[src/rtl/wpb_pkg.sv]
package wpb_pkg;
  typedef enum logic {TGT_ARRAY = 1'b0, TGT_CTRL = 1'b1} tgt_e;

  // page length for a target, given the two configured lengths
  function automatic int page_len(tgt_e t, int arr_len, int ctl_len);
    return (t == TGT_CTRL) ? ctl_len : arr_len;
  endfunction
endpackage

[src/rtl/wpb_col_ctr.sv]
module wpb_col_ctr
  import wpb_pkg::*;
#(
  parameter int ADDR_W   = 12,
  parameter int PAGE_ARR = 16,
  parameter int PAGE_CTL = 8,
  localparam int CW      = $clog2(PAGE_ARR)
) (
  input  logic              clk,
  input  logic              rst_n,
  input  logic              open,
  input  logic [ADDR_W-1:0] start_addr,
  input  tgt_e              tgt,
  input  logic              adv,
  output logic [CW-1:0]     col,
  output logic [ADDR_W-1:0] base,
  output tgt_e              tgt_q,
  output logic [ADDR_W-1:0] ptr
);
  logic [CW-1:0]     col_q;
  logic [ADDR_W-1:0] base_q;

  function automatic logic [ADDR_W-1:0] lim_of(tgt_e t);
    return ADDR_W'(page_len(t, PAGE_ARR, PAGE_CTL) - 1);
  endfunction

  function automatic logic [CW-1:0] next_col(logic [CW-1:0] c, tgt_e t);
    logic [CW-1:0] n;
    n = c + 1'b1;
    return n & CW'(lim_of(t));
  endfunction

  always_ff @(posedge clk or negedge rst_n) begin
    if (!rst_n) begin
      col_q  <= '0;
      base_q <= '0;
      tgt_q  <= TGT_ARRAY;
    end else if (open) begin
      tgt_q  <= tgt;
      base_q <= start_addr & ~lim_of(tgt);
      col_q  <= CW'(start_addr & lim_of(tgt));
    end else if (adv) begin
      col_q <= next_col(col_q, tgt_q);
    end
  end

  assign col  = col_q;
  assign base = base_q;
  assign ptr  = base_q | ADDR_W'(col_q);


  ctl_col_range_chk: assert property (@(posedge clk) disable iff (!rst_n)
    (tgt_q == TGT_CTRL) |-> (col_q < CW'(PAGE_CTL)));
endmodule

[src/rtl/wpb_stage.sv]
module wpb_stage #(
  parameter int NB = 16,
  localparam int CW = $clog2(NB)
) (
  input  logic            clk,
  input  logic            rst_n,
  input  logic            wr,
  input  logic [CW-1:0]   wcol,
  input  logic [7:0]      wdata,
  input  logic            clr,
  output logic [8*NB-1:0] data,
  output logic [NB-1:0]   dirty
);
  for (genvar g = 0; g < NB; g++) begin : g_slot
    logic [7:0] d_q;
    logic       f_q;
    always_ff @(posedge clk or negedge rst_n) begin
      if (!rst_n) begin
        d_q <= '0;
        f_q <= 1'b0;
      end else if (clr) begin
        f_q <= 1'b0;
      end else if (wr && wcol == CW'(g)) begin
        d_q <= wdata;
        f_q <= 1'b1;
      end
    end
    assign data[8*g +: 8] = d_q;
    assign dirty[g]       = f_q;
  end
endmodule

[src/rtl/wpb_commit_gate.sv]
module wpb_commit_gate
  import wpb_pkg::*;
#(
  parameter int ADDR_W   = 12,
  parameter int PAGE_ARR = 16,
  parameter int PAGE_CTL = 8,
  parameter logic [ADDR_W-1:0] RTC_BASE = 12'h030
) (
  input  logic              stop,
  input  logic              abort,
  input  tgt_e              tgt_q,
  input  logic [ADDR_W-1:0] base,
  input  logic [PAGE_ARR-1:0] dirty,
  output logic              go,
  output logic              discard
);
  logic rtc_hit, rtc_full, any;

  always_comb begin
    rtc_hit  = (tgt_q == TGT_CTRL) && (base == RTC_BASE);
    rtc_full = &dirty[PAGE_CTL-1:0];
    any      = |dirty;
    go       = stop && !abort && any && (!rtc_hit || rtc_full);
    discard  = abort || (stop && !go);
  end
endmodule

[src/rtl/wrap_page_stager.sv]
module wrap_page_stager
  import wpb_pkg::*;
#(
  parameter int ADDR_W   = 12,
  parameter int PAGE_ARR = 16,
  parameter int PAGE_CTL = 8,
  parameter logic [ADDR_W-1:0] RTC_BASE = 12'h030,
  localparam int CW = $clog2(PAGE_ARR)
) (
  input  logic                  clk,
  input  logic                  rst_n,
  input  logic                  txn_open,
  input  logic [ADDR_W-1:0]     start_addr,
  input  logic                  tgt_ctrl,
  input  logic                  byte_vld,
  input  logic [7:0]            byte_data,
  input  logic                  stop,
  input  logic                  abort,
  output logic                  commit_vld,
  output logic                  commit_ctrl,
  output logic [ADDR_W-1:0]     commit_addr,
  output logic [PAGE_ARR-1:0]   commit_mask,
  output logic [8*PAGE_ARR-1:0] commit_data,
  output logic [ADDR_W-1:0]     ptr_out
);
  tgt_e              tgt_q;
  logic [CW-1:0]     col;
  logic [ADDR_W-1:0] base;
  logic [PAGE_ARR-1:0] dirty;
  logic              accept, go, discard, commit_q, clr;

  assign accept = byte_vld && !txn_open && !stop && !abort;

  wpb_col_ctr #(.ADDR_W(ADDR_W), .PAGE_ARR(PAGE_ARR), .PAGE_CTL(PAGE_CTL)) u_col (
    .clk(clk), .rst_n(rst_n), .open(txn_open), .start_addr(start_addr),
    .tgt(tgt_e'(tgt_ctrl)), .adv(accept), .col(col), .base(base),
    .tgt_q(tgt_q), .ptr(ptr_out)
  );

  wpb_commit_gate #(.ADDR_W(ADDR_W), .PAGE_ARR(PAGE_ARR), .PAGE_CTL(PAGE_CTL),
                    .RTC_BASE(RTC_BASE)) u_gate (
    .stop(stop), .abort(abort), .tgt_q(tgt_q), .base(base), .dirty(dirty),
    .go(go), .discard(discard)
  );

  assign clr = txn_open || discard || commit_q;

  wpb_stage #(.NB(PAGE_ARR)) u_stage (
    .clk(clk), .rst_n(rst_n), .wr(accept), .wcol(col), .wdata(byte_data),
    .clr(clr), .data(commit_data), .dirty(dirty)
  );

  always_ff @(posedge clk or negedge rst_n) begin
    if (!rst_n) commit_q <= 1'b0;
    else        commit_q <= go;
  end

  assign commit_vld  = commit_q;
  assign commit_ctrl = (tgt_q == TGT_CTRL);
  assign commit_addr = base;
  assign commit_mask = dirty;


  commit_nonempty_chk: assert property (@(posedge clk) disable iff (!rst_n)
    commit_vld |-> (commit_mask != '0));


  commit_single_chk: assert property (@(posedge clk) disable iff (!rst_n)
    commit_vld |=> !commit_vld);


  rtc_full_page_chk: assert property (@(posedge clk) disable iff (!rst_n)
    (commit_vld && commit_ctrl && commit_addr == RTC_BASE) |-> (&commit_mask[PAGE_CTL-1:0]));


  abort_no_commit_chk: assert property (@(posedge clk) disable iff (!rst_n)
    abort |=> !commit_vld);


  flags_clear_chk: assert property (@(posedge clk) disable iff (!rst_n)
    (commit_vld && !byte_vld) |=> (commit_mask == '0));


  ctl_upper_clean_chk: assert property (@(posedge clk) disable iff (!rst_n)
    commit_ctrl |-> (commit_mask[PAGE_ARR-1:PAGE_CTL] == '0));
endmodule

[config.mk]
export PLATFORM = sky130hd
export DESIGN_NAME = wrap_page_stager
export DESIGN_NICKNAME = d
export VERILOG_FILES = /design/src/rtl/wpb_pkg.sv /design/src/rtl/wpb_col_ctr.sv /design/src/rtl/wpb_stage.sv /design/src/rtl/wpb_commit_gate.sv /design/src/rtl/wrap_page_stager.sv
export SDC_FILE = /design/constraint.sdc
export NUM_CORES = 1
export LEC_CHECK = 0
export BUFFER_PORTS_ARGS = -buffer_cell sky130_fd_sc_hd__buf_2
export CAP_MARGIN = 20
export CORE_ASPECT_RATIO = 2
export CORE_MARGIN = 5
export CORE_UTILIZATION = 55
export DETAILED_ROUTE_END_ITERATION = 10
export PLACE_DENSITY = 0.94
export SLEW_MARGIN = 20
export SYNTH_ARGS = -nofsm -noshare
export SYNTH_HDL_FRONTEND = slang
export SYNTH_SLANG_ARGS = --single-unit
[constraint.sdc]
create_clock -name clk -period 3.98 [get_ports clk]
set_clock_uncertainty 0.15 [all_clocks]
set_input_delay 0.199 -clock clk [delete_from_list [all_inputs] [get_ports clk]]
set_output_delay 0.199 -clock clk [all_outputs]
set_load 0.02 [all_outputs]
# Word level (Yosys, flattened, before mapping)
# Index checks and enable logic that the tools add are counted.
word_totals:
  regBits: 162
  latchBits: 0
  ram_bits: 0
  romBits: 0
  in_bits: 27
  output_inout_bits: 170
  elab_cells: 166
  n_memories: 0
op_classes:
  n_addsub: 3
  mul: 0
  div_mod_pow: 0
  n_lt_le_gt_ge: 0
  eq_ne: 16
  shift: 0
  n_mux: 36
  bitwise: 6
  reduce_logical: 69
op_table:
  columns: ["operator", "count"]
  rows:
  - ["$reduce_bool A2 Y1", 17]
  - ["$eq A4 B4 Y1 const B", 8]
  - ["$mux W1", 32]
  - ["$reduce_and A2 Y1", 16]
  - ["$logic_and A1 B1 Y1", 24]
  - ["$eq A4 B3 Y1 const B", 4]
  - ["$reduce_or A16 Y1", 1]
  - ["$and A12 B12 Y12", 1]
  - ["$eq A12 B6 Y1 const B", 1]
  - ["$mux W4", 3]
  - ["$not A12 Y12", 1]
  - ["$or A12 B4 Y12", 1]
  - ["$and A4 B4 Y4", 2]
  - ["$eq A4 B2 Y1 const B", 2]
  - ["$reduce_and A8 Y1", 1]
  - ["$sub A5 B1 Y6 const B", 1]
  - ["$logic_not A1 Y1", 5]
  - ["$mux W5", 1]
  - ["$add A4 B1 Y4 const B", 1]
  - ["$eq A4 B1 Y1 const B", 1]
  - ["$logic_not A4 Y1", 1]
  - ["$logic_or A1 B1 Y1", 4]
  - ["$sub A4 B2 Y4 const B", 1]
  - ["$not A1 Y1", 1]

# Longest topological paths before layout
logic_depth:
  ltp_word: 12
  depth_mapped: 5
  ltp_nobuf: 5

# By module
# A second synthesis with hierarchy kept.
unflattened:
  cells_unflattened: 436
  area_unflattened_um2: 6483.7
by_module_without_submodules:
  columns: ["mod", "n_inst", "cells_each", "area_each_um2", "seq_area_each_um2"]
  rows:
  - ["wpb_stage", 1, 353, 5600.4, 3603.5]
  - ["wpb_col_ctr", 1, 62, 730.7, 350.3]
  - ["wpb_commit_gate", 1, 18, 112.6, 0.0]
  - ["wrap_page_stager", 1, 3, 40.0, 25.0]

# Worst setup path before layout
# OpenSTA, ideal clock, no wires.
synth_path:
  path_kind: "input to register"
  from: "input port txn_open"
  to: "register u_stage.g_slot[14].d_q[7]"
  setup_time_ns: 0.128
  arrival_time_ns: 1.900
  required_ns: 3.702
  path_slack_ns: 1.803
  path_stages: 5
  path_buffers: 1
  cell_sequence: "or4b_1 -> buf_4 -> nor4_4 -> nand2_4 -> mux2_1"
synth_via:
  elab_chain_len: 6
  word_cells_on_any_way: 9
  cone_classes: "1 x bitwise; 8 x reduce/logical"
synth_lines:
  columns: ["element", "line_no", "text"]
  rows:
  - ["start, declared", "wrap_page_stager.sv:12", "input logic txn_open,"]
  - ["$logic_not A1 Y1", "wrap_page_stager.sv:32", "assign accept = byte_vld && !txn_open && !stop && !abort;"]
  - ["$logic_and A1 B1 Y1 (3 in a row)", "wrap_page_stager.sv:32", null]
  - ["$logic_and A1 B1 Y1", "wpb_stage.sv:23", "end else if (wr && wcol == CW'(g)) begin"]
  - ["$reduce_and A2 Y1 (no source line) *", null, null]
  - ["end signal, assigned", "wpb_stage.sv:24", "d_q <= wdata;"]
  - ["end, declared", "wpb_stage.sv:15", "logic [7:0] d_q;"]
# Mark *: on every way between the ends. The rest lies on a longest branch, timed or not.
# A chain may end at the register's enable or synchronous reset.

# Worst setup path in the final report
layout_path:
  from: "input port stop"
  to: "register u_stage.g_slot[4].d_q[5]"
layout_via:
  elab_chain_len: 10
  word_cells_on_any_way: 14
  cone_classes: "1 x bitwise; 13 x reduce/logical"
layout_lines:
  columns: ["element", "line_no", "text"]
  rows:
  - ["start, declared", "wrap_page_stager.sv:17", "input logic stop,"]
  - ["$logic_and A1 B1 Y1 (3 in a row)", "wpb_commit_gate.sv:23", "go = stop && !abort && any && (!rtc_hit || rtc_full);"]
  - ["$logic_not A1 Y1", "wpb_commit_gate.sv:24", "discard = abort || (stop && !go);"]
  - ["$logic_and A1 B1 Y1", "wpb_commit_gate.sv:24", null]
  - ["$logic_or A1 B1 Y1", "wpb_commit_gate.sv:24", null]
  - ["$logic_or A1 B1 Y1 (2 in a row)", "wrap_page_stager.sv:46", "assign clr = txn_open || discard || commit_q;"]
  - ["$not A1 Y1 (no source line)", null, null]
  - ["$reduce_and A2 Y1 (no source line) *", null, null]
  - ["end signal, assigned", "wpb_stage.sv:24", null]
  - ["end, declared", "wpb_stage.sv:15", null]
# Marks and branches as above.

==> impl_metrics.py <==
metrics = {
    "floorplanning": {
        "die_w_um": 87.2,
        "rows": 56,
        "start_util_pct": 56.0,
        "ios": 197,
        "dieHeight_um": 164,
        "die-area_um2": 14300,
        "core_area_um2": 11700,
    },
    "global_routing": {
        "grtUsageTotal_pct": 25.2,
        "grt_pass1_wl_um": 27000,
        "antenna_found_initial": 0,
        "grt_pass1_vias": 4927,
        "grt_overflow": 0,
        "grt_max_degree": 132,
    },
    "critical_path": {
        "cp_num_cells": 6,
        "cp_top_family": "simple AND/OR/NAND/NOR gates",
        "path_cells": "dlygate4sd3_1, buf_2, or4b_1, nor4_2, nand2_1, mux2_1",
        "crit_slowest_cell": "or4b_1",
        "required_ns": 4.12,
        "worst_setup_path_end_kind": "flip-flop",
        "startpoint_type": "primary input",
        "critPathBufInv": 2,
        "path_max_fanout": 9,
        "critical_path_class": "primary input to flip-flop",
        "slowest_delay_ns": 0.73,
        "reg2reg_depth": 4,
        "cp.arrival_ns": 2.94,
    },
    "hold_path": {
        "whs_path_depth": 3,
        "hold_path_class": "primary input to flip-flop",
    },
    "sta": {
        "slew_violations": 0,
        "rsz0062_at_grt": "false",
        "fin_ws_ns": 1.18,
        "period_needed_ns": 2.80,
        "finalSetupViolations": 0,
        "tightest_slew_ns": 0.943,
        "fin_setup_tns_ns": 0,
        "fmax_ghz": 0.358,
        "relSlewSlack_pct": 37.1,
        "fin_crit_sh_pct": 70.2,
        "finalHoldViolations": 0,
    },
    "detailed_routing": {
        "post_drt_wl_per_cell_um": 21.9,
        "vias": 4552,
        "ant_nets": 0,
        "drt_iter0_drc": 315,
        "viasPerCell": 5.70,
        "drc": 0,
        "routed_wirelength_um": 17500,
        "drtPass1Iterations": 5,
    },
    "yosys": {
        "synth_edf_count": 0,
        "yosysMostFrequentCell": "dfrtp_1",
        "syn_avg_cell_area_um2": 14.3,
        "synth_top_area_cell": "dfrtp_1",
        "synth-seq-cells": 159,
        "synthFlopType": "dfrtp_1",
        "yosys_warnings": 0,
        "synthesis.instances": 457,
        "netlist_area_um2": 6560,
        "synth.distinct_cells": 36,
        "async_flop_share_pct": 100,
        "yosys-top-cells-count": "dfrtp_1 (159), mux2_2 (129), buf_4 (31)",
        "synth.top_cell.area_share_pct": 60.7,
        "seq_area_frac_synth_pct": 60.7,
        "synth.top_cells.by_area": "dfrtp_1 (61%), mux2_2 (22%), buf_4 (3.5%)",
    },
    "finish": {
        "nets": 674,
        "drive_gt1_share_pct": 55.7,
        "fillCellCount": 778,
        "syn2layout_area_growth_pct": 25.0,
        "instances_no_fill": 798,
        "antenna_cells": 0,
    },
    "power_and_ir_drop": {
        "clkPwrFrac_pct": 39.3,
        "combinationalPowerShare_pct": 15.6,
        "switching_share_pct": 26.9,
        "leakagePower_uw": 0.00456,
        "p_seq_share_pct": 45.1,
        "switchingPower_uw": 1100,
        "p_per_area_nw_per_um2": 499,
        "p_int_uw": 2990,
        "finalPower_uw": 4090,
        "irDropWorstVdd_v": 0.000343,
    },
    "cts": {
        "cts_tree": "built",
        "cts_num_sinks": 159,
        "clock_latency_ns": 0.41,
        "clock_path_buffers": 2,
        "cts.clk_slew.worst_paths_ns": 0.06,
        "htreeDepth": 4,
        "root_buffer": "clkbuf_16",
        "cts_buffers": 17,
    },
    "placement": {
        "dp_slack_ns": 1.22,
        "hpwlAfterDp_um": 12500,
        "io_buffers": 193,
        "place_inst": 752,
        "gp_congestion": 0.867,
    },
    "run": {
        "drv_cap": 0,
    },
    "status": {
        "status": "finished clean",
    },
}
-- path summary, 6_finish.rpt --
kind,to,start,slack [ns]
worst max-delay path,u_stage.g_slot[4].d_q[5],stop,1.18
worst min-delay path,u_col.col[0],txn_open,0.08
worst max register to register,u_stage.g_slot[4].d_q[5],u_col.col[2],1.65
worst min register to register,u_stage.g_slot[11].d_q[2],u_stage.g_slot[11].d_q[2],0.35
max in group asynchronous,u_stage.g_slot[5].d_q[0],rst_n,2.35
min in group asynchronous,u_stage.g_slot[8].d_q[6],rst_n,0.32
-- metrics by stage --
| step | cell area [um^2] | utilization, % | hold slack (ns) |
|---|---|---|---|
| floorplan | 6570 | - | -0.247 |
| global placement | 7440 | 63.6 | 0.265 |
| detailed placement | 7440 | 63.6 | 0.262 |
| CTS | 8190 | 70.0 | 0.0712 |
| global route | 8200 | 70.0 | 0.129 |
| finish | 8200 | 70.0 | 0.0775 |
-- flip-flops by register name (all words and copies together) (netlist names) --
signal,flops
commit_vld,1
u_col.tgt_q,1
u_col.col,4
u_col.base,9
u_stage.g_slot.d_q,128
u_stage.g_slot.f_q,16
-- cell type report --
class / count / area [um^2] / share of cell area [%]
well taps: 145 / 181 / 2.21
clock inverters: 10 / 140 / 1.71
flip-flops and latches: 159 / 3980 / 48.5
repair buffers: 212 / 1160 / 14.2
multi-input cells: 248 / 2270 / 27.7
clock buffers: 19 / 443 / 5.40
inverters: 5 / 18.8 / 0.229
-- cells in the final DEF, fill, tap and decap left out, types with 4 or more instances in the layout --
master / netlist / routed
buf_2: 1 / 192
clkbuf_16: 0 / 17
dfrtp_1: 159 / 159
dlygate4sd3_1: 0 / 17
ha_1: 4 / 4
inv_1: 5 / 5
mux2_1: 6 / 6
mux2_2: 129 / 129
nand2_1: 19 / 19
nand2_4: 4 / 4
nand3_1: 24 / 24
nor4_1: 7 / 7
o211ai_1: 13 / 13
o21ai_0: 6 / 6
-- what timing repair did --
| action | in CTS | in global routing |
|---|---|---|
| buffers inserted | 0 | 0 |
| endpoints found under the hold margin | 147 | 0 |
| gates resized for setup | 0 | 0 |
| hold buffers | 17 | 0 |
-- tightest hold or removal path: stages --
cell and delay (ns):
buf_2 0.22, nand2_1 0.09, o21ai_0 0.07
-- power groups by stage --
stage / clock network, uW / logic [uW] / registers [uW]
finish: 1610 / 638 / 1850
global route: 1710 / 679 / 1860
CTS: 1630 / 645 / 1840
detailed placement: 0 / 627 / 1870
global placement: 0 / 605 / 1860
floorplan: 0 / 213 / 2030
-- routing by layer --
| layer | GRT usage [%] | vias to the layer above | wire length (um) |
|---|---|---|---|
| met1 | 26.9 | 2277 | 5900 |
| li1 | - | 1979 | - |
| met4 | 15.6 | 0 | 932 |
| met3 | 4.89 | 74 | 1080 |
| met5 | 0 | - | 0 |
| met2 | 44.6 | 222 | 9570 |
-- kinds of logic after synthesis --
group | share of synthesized area (%)
other | 0.0572
AOI/OAI and AO/OA | 2.65
and+or+nand+nor | 7.17
xor gates and xnor gates | 0.267
muxes | 23.6
adders and majority gates | 0.763
DFF | 60.7
buffers and inverters | 4.77
Note: power is estimated with default switching activity, not from simulation.
